## config.mk

```make
export PLATFORM = sky130hd
export DESIGN_NAME = burst_col_gen
export DESIGN_NICKNAME = d
export VERILOG_FILES = /design/src/rtl/burst_col_pkg.sv /design/src/rtl/burst_col_ctrl.sv /design/src/rtl/burst_col_dp.sv /design/src/rtl/burst_col_gen.sv
export SDC_FILE = /design/constraint.sdc
export NUM_CORES = 1
export LEC_CHECK = 0
export ABC_AREA = 1
export ABC_CLOCK_PERIOD_IN_PS = 2100
export BUFFER_PORTS_ARGS = -buffer_cell sky130_fd_sc_hd__buf_2
export CORE_ASPECT_RATIO = 1.4
export CORE_MARGIN = 5
export CORE_UTILIZATION = 42
export CTS_BUF_LIST = sky130_fd_sc_hd__clkbuf_4 sky130_fd_sc_hd__clkbuf_8
export DETAILED_ROUTE_END_ITERATION = 8
export GPL_TIMING_DRIVEN = 0
export PLACE_DENSITY = 0.64
export SKIP_CTS_REPAIR_TIMING = 1
export SYNTH_ARGS = -nofsm -noshare
export SYNTH_HDL_FRONTEND = slang
export SYNTH_HIERARCHICAL = 1
export SYNTH_SLANG_ARGS = --single-unit
```

## constraint.sdc

```tcl
create_clock -name clk -period 2.1 [get_ports clk]
set_input_delay 0.42 -clock clk [delete_from_list [all_inputs] [get_ports clk]]
set_output_delay 0.42 -clock clk [all_outputs]
set_load 0.05 [all_outputs]
```

## src/rtl/burst_col_pkg.sv

```systemverilog
package burst_col_pkg;

  localparam int LEN_CODE_W  = 3;
  localparam int MAX_LEN_LOG = 3;  // longest fixed burst is 2**3 beats
  localparam int LEN_LOG_W   = 2;

  typedef struct packed {
    logic load;  // capture a new burst
    logic step;  // move to the next beat
  } colStrobe_t;

  typedef struct packed {
    logic                 fullPage;
    logic [LEN_LOG_W-1:0] lenLog;
  } burstCfg_t;

  function automatic burstCfg_t decodeLen(input logic [LEN_CODE_W-1:0] code,
                                          input logic interleave);
    burstCfg_t cfg;
    cfg.fullPage = 1'b0;
    cfg.lenLog   = '0;
    case (code)
      3'b001:  cfg.lenLog = 2'd1;
      3'b010:  cfg.lenLog = 2'd2;
      3'b011:  cfg.lenLog = 2'd3;
      3'b111:  cfg.fullPage = !interleave;  // illegal with interleave -> 1 beat
      default: cfg.lenLog = 2'd0;
    endcase
    return cfg;
  endfunction

endpackage

```

## src/rtl/burst_col_ctrl.sv

```systemverilog
module burst_col_ctrl
  import burst_col_pkg::*;
(
  input  logic                  clk,
  input  logic                  rstN,
  input  logic                  startReq,
  input  logic [LEN_CODE_W-1:0] lenCode,
  input  logic                  interleave,
  input  logic                  advanceEn,
  input  logic                  terminate,
  output colStrobe_t            strobe,
  output logic                  active,
  output logic                  isLast
);

  localparam int REM_W = MAX_LEN_LOG;

  burstCfg_t        cfg;
  logic             activeQ;
  logic             fullQ;
  logic [REM_W-1:0] remainQ;

  assign cfg    = decodeLen(lenCode, interleave);
  assign active = activeQ;
  assign isLast = activeQ && !fullQ && (remainQ == '0);

  always_comb begin
    strobe.load = startReq;
    strobe.step = activeQ && advanceEn && !startReq && !terminate && !isLast;
  end

  always_ff @(posedge clk) begin
    if (!rstN) begin
      activeQ <= 1'b0;
      fullQ   <= 1'b0;
      remainQ <= '0;
    end else if (startReq) begin
      activeQ <= 1'b1;
      fullQ   <= cfg.fullPage;
      remainQ <= REM_W'((32'd1 << cfg.lenLog) - 32'd1);
    end else if (terminate) begin
      activeQ <= 1'b0;
    end else if (activeQ && advanceEn) begin
      if (isLast) begin
        activeQ <= 1'b0;
      end else if (!fullQ) begin
        remainQ <= remainQ - 1'b1;
      end
    end
  end

endmodule

```

## src/rtl/burst_col_dp.sv

```systemverilog
module burst_col_dp
  import burst_col_pkg::*;
#(
  parameter int COL_W = 8
) (
  input  logic                  clk,
  input  logic                  rstN,
  input  colStrobe_t            strobe,
  input  logic [COL_W-1:0]      startCol,
  input  logic [LEN_CODE_W-1:0] lenCode,
  input  logic                  interleave,
  output logic [COL_W-1:0]      col
);

  burstCfg_t        cfg;
  logic [COL_W-1:0] loadMask;
  logic [COL_W-1:0] baseQ;
  logic [COL_W-1:0] beatQ;
  logic [COL_W-1:0] maskQ;
  logic             interQ;
  logic [COL_W-1:0] seqCol;
  logic [COL_W-1:0] xorCol;

  assign cfg = decodeLen(lenCode, interleave);

  always_comb begin
    for (int i = 0; i < COL_W; i++) begin
      loadMask[i] = cfg.fullPage || (i < int'(cfg.lenLog));
    end
  end

  always_ff @(posedge clk) begin
    if (!rstN) begin
      baseQ  <= '0;
      beatQ  <= '0;
      maskQ  <= '0;
      interQ <= 1'b0;
    end else if (strobe.load) begin
      baseQ  <= startCol;
      beatQ  <= '0;
      maskQ  <= loadMask;
      interQ <= interleave;
    end else if (strobe.step) begin
      beatQ  <= beatQ + 1'b1;
    end
  end

  // a full-page mask covers every bit, so the sum wraps over the whole page
  assign seqCol = (baseQ & ~maskQ) | ((baseQ + beatQ) & maskQ);
  assign xorCol = baseQ ^ (beatQ & maskQ);
  assign col    = interQ ? xorCol : seqCol;

endmodule

```

## src/rtl/burst_col_gen.sv

```systemverilog
module burst_col_gen
  import burst_col_pkg::*;
#(
  parameter int COL_W = 8
) (
  input  logic             clk,
  input  logic             rstN,
  input  logic             startReq,
  input  logic [COL_W-1:0] startCol,
  input  logic [2:0]       burstLenCode,
  input  logic             burstInterleave,
  input  logic             advanceEn,
  input  logic             terminate,
  output logic [COL_W-1:0] colOut,
  output logic             colValid,
  output logic             lastBeat
);

  colStrobe_t       strobe;
  logic             active;
  logic             isLast;
  logic [COL_W-1:0] dpCol;

  burst_col_ctrl u_ctrl (
    .clk        (clk),
    .rstN       (rstN),
    .startReq   (startReq),
    .lenCode    (burstLenCode),
    .interleave (burstInterleave),
    .advanceEn  (advanceEn),
    .terminate  (terminate),
    .strobe     (strobe),
    .active     (active),
    .isLast     (isLast)
  );

  burst_col_dp #(.COL_W(COL_W)) u_dp (
    .clk        (clk),
    .rstN       (rstN),
    .strobe     (strobe),
    .startCol   (startCol),
    .lenCode    (burstLenCode),
    .interleave (burstInterleave),
    .col        (dpCol)
  );

  assign colOut   = active ? dpCol : '0;
  assign colValid = active;
  assign lastBeat = isLast;

endmodule

```

==> results of run 1 <==
worst max path at each step:
stage,from,endpoint,slack (ps),cells past startpoint
floorplan,u_ctrl/active,u_dp/beatQ[7],-3,12
global placement,u_dp/beatQ[0],colOut[6],-210,15
detailed placement,u_dp/beatQ[0],colOut[6],-210,15
CTS,u_dp/beatQ[0],colOut[6],-530,15
global route,u_dp/beatQ[0],colOut[4],-490,13
finish,u_dp/beatQ[0],colOut[4],-400,13
synthesized netlist by cell type:
library cell  count  area [um^2]
xor2_1            2         17.5
fa_1              1         20.0
nand4_2           1         12.5
a22oi_1           2         15.0
inv_2             1         3.75
xnor2_1           1         8.76
nand4_1           1         6.26
nor2_2            2         12.5
nor2_1           29          109
nor2_4            2         22.5
clkinv_1          2         7.51
a31oi_1           3         18.8
ha_1              9          113
buf_4             3         22.5
buf_2             4         20.0
o21ai_1           1         5.00
nand2_1          66          248
nand2_2           1         6.26
o21ai_2           1         8.76
buf_6             1         11.3
o32ai_1           2         17.5
dfxtp_1          26          521
inv_1            55          206
nand3_1          25          125
nand3b_1          2         15.0
nor3_1            7         35.0
a21oi_1          20          100
o21ai_0          18         90.1
nand3_2           3         30.0
o22ai_1           3         18.8
nor4_1            1         6.26
a22o_1            1         8.76
kinds of logic after synthesis:
| family | after synthesis | share of synthesized area |
|---|---|---|
| AO/OA/AOI/OAI | 51 | 0.152 |
| XOR/XNOR | 3 | 0.0141 |
| adder cells (fa/ha/maj) | 10 | 0.0712 |
| buffers and inverters | 66 | 0.146 |
| flip-flops | 26 | 0.280 |
| AND/OR/NAND/NOR | 140 | 0.337 |
power breakdown:
| part | switching [W] | internal (W) |
|---|---|---|
| clock | 0.000163 | 0.000168 |
| combinational | 0.000159 | 0.0000961 |
| sequential | 0.0000166 | 0.000511 |
| total | 0.000338 | 0.000775 |
per-layer routing:
metal	part of all wire	wire (um)
met5	0	0
met4	0.0089	44
met3	0.031	154
met2	0.54	2690
met1	0.42	2070
worst reg2reg max path, cell delays in order (launching register included):
cell and delay [ps]:
dfxtp_1 400, nor2_1 80, nand3_1 120, inv_1 90, nor4_4 300, nand2_2 150, nor2_4 140, nand3_2 90
nor2_2 110, nand2_1 60, nand2_1 50, nor2_1 30
state kept, by name (all words and copies together), names as in the netlist:
name            flops
u_ctrl/fullQ        1
u_dp/beatQ          8
u_ctrl/active       1
u_dp/baseQ          8
u_ctrl/remainQ      3
u_dp/maskQ          4
u_dp/interQ         1
layout make-up:
| cell class | instances | area share |
|---|---|---|
| sequential | 26 | 0.222 |
| timing repair inverter | 1 | 0.00205 |
| clock buffer | 4 | 0.0226 |
| timing repair buffer | 33 | 0.0971 |
| inverter | 58 | 0.0940 |
| buffer | 8 | 0.0236 |
| multi-input combinational | 204 | 0.507 |
| tap | 60 | 0.0308 |
per-stage QoR:
step	hold slack, ps	total power, W	setup slack, ps
after floorplan	444	0.000700	-2.78
after global placement	493	0.000764	-211
after detailed placement	499	0.000765	-211
after CTS	370	0.00109	-531
after global routing	391	0.00118	-490
final	374	0.00111	-397
==> flow_metrics.env, run 1 <==
export IMPL_cap_violations=0
export IMPL_met3_usage=0.0178
export IMPL_place_hpwl_um=3690
export IMPL_multiInputGateArea_um2=1240
export IMPL_crit_type="register to primary output"
export IMPL_whs_path_depth=3
export IMPL_clock_latency_ps=270
export IMPL_rsz0062_at_grt="yes"
export IMPL_fin_ws_ps=-397
export IMPL_hp_start="startCol[2]"
export IMPL_p_leak_nw=1.13
export IMPL_stdcell_count=394
export IMPL_fin_crit_sh=1.19
export IMPL_yosysWarnings=6
export IMPL_cts_buffer_depth=2
export IMPL_r2r_start="u_ctrl/fullQ"
export IMPL_endpoint_kind="primary output"
export IMPL_syn_num_nets=323
export IMPL_final_setup_viol_count=7
export IMPL_nFillCells=465
export IMPL_portBuffers=26
export IMPL_cp_slowest_cell="dfxtp_4"
export IMPL_dpl_cell_count=382
export IMPL_numCtsBuffers=3
export IMPL_syn_area_um2=1860
export IMPL_final_core_util=0.570
export IMPL_min_to="u_dp/baseQ[2]"
export IMPL_powerDensity_nw_per_um2=457
export IMPL_layout_drive_gt1_share=0.296
export IMPL_postRouteAntennaNets=0
export IMPL_critical_path_cell_chain="ha_4 > inv_2 > fa_2 > inv_2 > nand2_4 > nand2_4 > nand2_2 > xnor2_1 > o21ai_1 > inv_1 > nand2_2 > clkinvlp_4 > buf_8"
export IMPL_cts_tree="done"
export IMPL_vias_per_cell=4.94
export IMPL_grt_usage=0.171
export IMPL_slew_headroom=0.732
export IMPL_drc=0
export IMPL_start_util=0.436
export IMPL_rr_endpoint="u_dp/beatQ[7]"
export IMPL_worst_setup_path_start_kind="register"
export IMPL_met2_usage=0.332
export IMPL_row_count=28
export IMPL_die_h_um=88.8
export IMPL_io_pin_count=27
export IMPL_syn_inst=296
export IMPL_rr_worst_depth=11
export IMPL_seq_area_frac_synth=0.280
export IMPL_wl_um=4960
export IMPL_crit_family="adder cells"
export IMPL_ff_latch_area_um2=542
export IMPL_via_count=1946
export IMPL_grtUsageMet1=0.193
export IMPL_critPathMaxStageDelay_ps=390
export IMPL_ir_worst_vdd_mv=0.356
export IMPL_violations="negative setup slack"
export IMPL_ys_types=32
export IMPL_syn_to_final_growth_pct=30.8
export IMPL_synth_area_per_cell_um2=6.29
export IMPL_arrival_ps=2080
export IMPL_cts_root_buf="clkbuf_8"
export IMPL_core_um2=4270
export IMPL_grt_overflow=0
export IMPL_wl_per_cell_um=12.6
export IMPL_mostFrequentLayoutCells="56 x nand2_1, 50 x inv_1, 28 x nor2_1"
export IMPL_ys_ff_latch=26
export IMPL_grt_antenna_before_repair=0
export IMPL_crit_path_max_fanout=5
export IMPL_grt_busiest_layer="met2"
export IMPL_first_iter_violations=35
export IMPL_drtPass1Iterations=4
export IMPL_slew_viol_final=0
export IMPL_insertedDiodeCount=0
export IMPL_status="finished with violations"
export IMPL_r2r_slack_ps=390
export IMPL_hp_class="input port to register"
export IMPL_final_area_um2=2440
export IMPL_critical_path_required_ps=1680
export IMPL_dpl_instance_area_um2=2110
export IMPL_hold_viol=0
export IMPL_final_common_cell="nand2_1"
export IMPL_worst_pin_slew_ps=399
export IMPL_fmax_ghz=0.401
export IMPL_crit_buf_inv=5
export IMPL_grt_pass1_wl_um=7840
export IMPL_nNetsFinal=362
export IMPL_clkTransAtPathRegs_ps=90
export IMPL_min_period_ps=2500
export IMPL_grt_pass1_vias=1813
export IMPL_die_w_um=66.3
export IMPL_htreeDepth=1
export IMPL_die_area_um2=5880
export IMPL_final_setup_tns_ps=-1480
export IMPL_gp_congestion=0.798
export IMPL_clock_sinks=26
export IMPL_finClkSkew_ps=3.01
export IMPL_grt_max_degree=15
Note: power is estimated with default switching activity, not from simulation.
==> inputs of run 2 (changes only) <==
ABC_AREA = unset   (was 1)
ABC_CLOCK_PERIOD_IN_PS = 2300   (was 2100)
SKIP_LAST_GASP = 1   (was unset)
clock period = 2.3 ns   (was 2.1 ns; I/O delays follow)
==> flow_metrics.env, run 2 <==
export IMPL_status="finished with violations"
export IMPL_violations="negative setup slack"
export IMPL_p_clk_frac=0.299
export IMPL_hp_class="input port to register"
export IMPL_final_setup_viol_count=7
export IMPL_synth_commonest_cells="26 x dfxtp_1, 17 x a21oi_1, 17 x o21ai_0"
export IMPL_core_um2=4170
export IMPL_layout_drive_gt1_share=0.249
export IMPL_nNetsFinal=281
export IMPL_crit_type="register to primary output"
export IMPL_grt_antenna_before_repair=0
export IMPL_arrival_ps=2170
export IMPL_pwr_share_comb=0.205
export IMPL_p_leak_nw=0.908
export IMPL_dpl_cell_count=290
export IMPL_nFillCells=403
export IMPL_grt_pass1_wl_um=6830
export IMPL_wl_per_cell_um=13.8
export IMPL_die_w_um=65.0
export IMPL_syn_to_final_growth_pct=22.0
export IMPL_die_h_um=87.0
export IMPL_wl_um=4110
export IMPL_start_util=0.426
export IMPL_worst_pin_slew_ps=450
export IMPL_p_int_w=0.000710
export IMPL_cts_tree="done"
export IMPL_die_area_um2=5650
export IMPL_syn_num_nets=247
export IMPL_clock_sinks=26
export IMPL_hold_slack_ps=441
export IMPL_drtPass1Iterations=4
export IMPL_p_seq_frac=0.496
export IMPL_dpl_worst_slack_ps=-300
export IMPL_postRouteAntennaNets=0
export IMPL_grt_overflow=0
export IMPL_ys_async_sr_fraction=0
export IMPL_synth_edf_count=0
export IMPL_fin_crit_sh=1.14
export IMPL_critical_path_required_ps=1840
export IMPL_rsz0062_at_grt="yes"
export IMPL_powerDensity_nw_per_um2=457
export IMPL_first_iter_violations=49
export IMPL_hold_viol=0
export IMPL_htreeDepth=1
export IMPL_fmax_ghz=0.381
export IMPL_via_count=1631
export IMPL_yosys_area_top_type_share=0.293
export IMPL_crit_path_max_fanout=6
export IMPL_row_count=28
export IMPL_drc=0
export IMPL_numCtsBuffers=3
export IMPL_fin_ws_ps=-327
export IMPL_vias_per_cell=5.47
export IMPL_portBuffers=25
export IMPL_io_pin_count=27
export IMPL_mostFrequentLayoutCells="21 x buf_2, 20 x dfxtp_1, 16 x a21oi_1, 16 x o21ai_0, 14 x nand2_1"
export IMPL_synth_most_common_cell="dfxtp_1"
export IMPL_stdcell_count=298
export IMPL_top_regs="u_dp/baseQ (8), u_dp/beatQ (8), u_dp/maskQ (4)"
export IMPL_insertedDiodeCount=0
export IMPL_cts_root_buf="clkbuf_8"
export IMPL_ys_types=47
export IMPL_ys_ff_latch=26
export IMPL_endpoint_kind="primary output"
export IMPL_worst_setup_path_start_kind="register"
export IMPL_grt_max_degree=15
export IMPL_clock_latency_ps=270
export IMPL_place_hpwl_um=3100
export IMPL_clkTransAtPathRegs_ps=90
export IMPL_syn_area_um2=1780
export IMPL_gp_congestion=0.800
export IMPL_slew_headroom=0.700
export IMPL_finClkSkew_ps=3.30
export IMPL_final_common_cell="buf_2"
export IMPL_yosysTopAreaCell="dfxtp_1"
export IMPL_slew_viol_final=0
export IMPL_ir_worst_vdd_mv=0.264
export IMPL_min_period_ps=2630
export IMPL_synth_area_per_cell_um2=8.08
export IMPL_p_switching_w=0.000280
export IMPL_yosysWarnings=6
export IMPL_ys_flop_type="dfxtp_1"
export IMPL_grt_pass1_vias=1521
export IMPL_synth_area_leaders="dfxtp_1 29%, ha_1 6.3%, mux2i_1 5.6%, a21oi_1 4.8%, o21ai_0 4.8%"
export IMPL_grt_usage=0.154
export IMPL_cts_buffer_depth=2
export IMPL_cap_violations=0
export IMPL_seq_area_frac_synth=0.293
export IMPL_syn_inst=220
export IMPL_p_sw_frac=0.283
run 2: changes by cell type after synthesis, sizes merged, moves of 6 or more:
cell,change
inv,-46
nand3,-17
mux2i,+10
nand2,-53
nor2,-20
nor2b,+10
nor3,-6
nand2b,+8
and2,+10
run 2: final timing paths:
check	from	to	slack, ps	cells after the start
max	u_dp/beatQ[0]	colOut[6]	-330	10
min	startCol[4]	u_dp/baseQ[4]	440	3
min reg2reg	u_dp/baseQ[6]	u_dp/baseQ[6]	560	2
max reg2reg	u_ctrl/active	u_dp/beatQ[7]	500	6
run 2: layout make-up:
| type | count | area [um^2] | area share |
|---|---|---|---|
| multi-input combinational | 175 | 1230 | 0.569 |
| sequential | 26 | 538 | 0.248 |
| timing repair buffer | 29 | 203 | 0.0935 |
| tap | 45 | 56.3 | 0.0260 |
| clock buffer | 4 | 55.1 | 0.0254 |
| buffer | 9 | 45.0 | 0.0208 |
| inverter | 10 | 37.5 | 0.0173 |
run 2: cell families after synthesis:
logic type | count (synthesis) | synth area share
and+or+nand+nor | 92 | 0.300
AOI/OAI and AO/OA | 54 | 0.185
DFF | 26 | 0.293
buffers and inverters | 19 | 0.0465
muxes | 10 | 0.0563
adders and majority gates | 10 | 0.0746
xor gates and xnor gates | 9 | 0.0444
run 2: through the flow:
stage	cell area, um^2	utilization	total power, W	setup TNS (ps)
after CTS	2030	0.487	0.000992	-2310
after detailed placement	1970	0.474	0.000694	-401
after floorplan	1790	-	0.000638	0
after global placement	1970	0.474	0.000692	-377
after global routing	2170	0.520	0.00104	-1580
final	2170	0.520	0.000990	-873
run 2: worst max-delay path: stages (launching register included):
cell and delay (ps):
dfxtp_4 390, ha_4 140, inv_2 30, fa_2 360, nor2b_2 150, o21ai_2 80, a21oi_2 150, nor4b_1 70
a311oi_1 200, and2_4 180, buf_8 140
run 2: power by group through the flow:
stage | sequential [W] | clock (W) | combinational (W)
2_1_floorplan | 0.000500 | 0 | 0.000138
3_3_place_gp | 0.000503 | 0 | 0.000189
3_5_place_dp | 0.000504 | 0 | 0.000190
4_1_cts | 0.000493 | 0.000308 | 0.000192
5_1_grt | 0.000495 | 0.000322 | 0.000225
6_report | 0.000491 | 0.000296 | 0.000203
run 2: routing by layer:
metal,up-vias,part of all wire,global-route usage,wire length [um]
li1,850,-,-,-
met1,755,0.43,0.170,1770
met2,24,0.53,0.293,2170
met3,2,0.035,0.0233,142
met4,0,0.0071,0.0519,29
met5,-,0,0,0
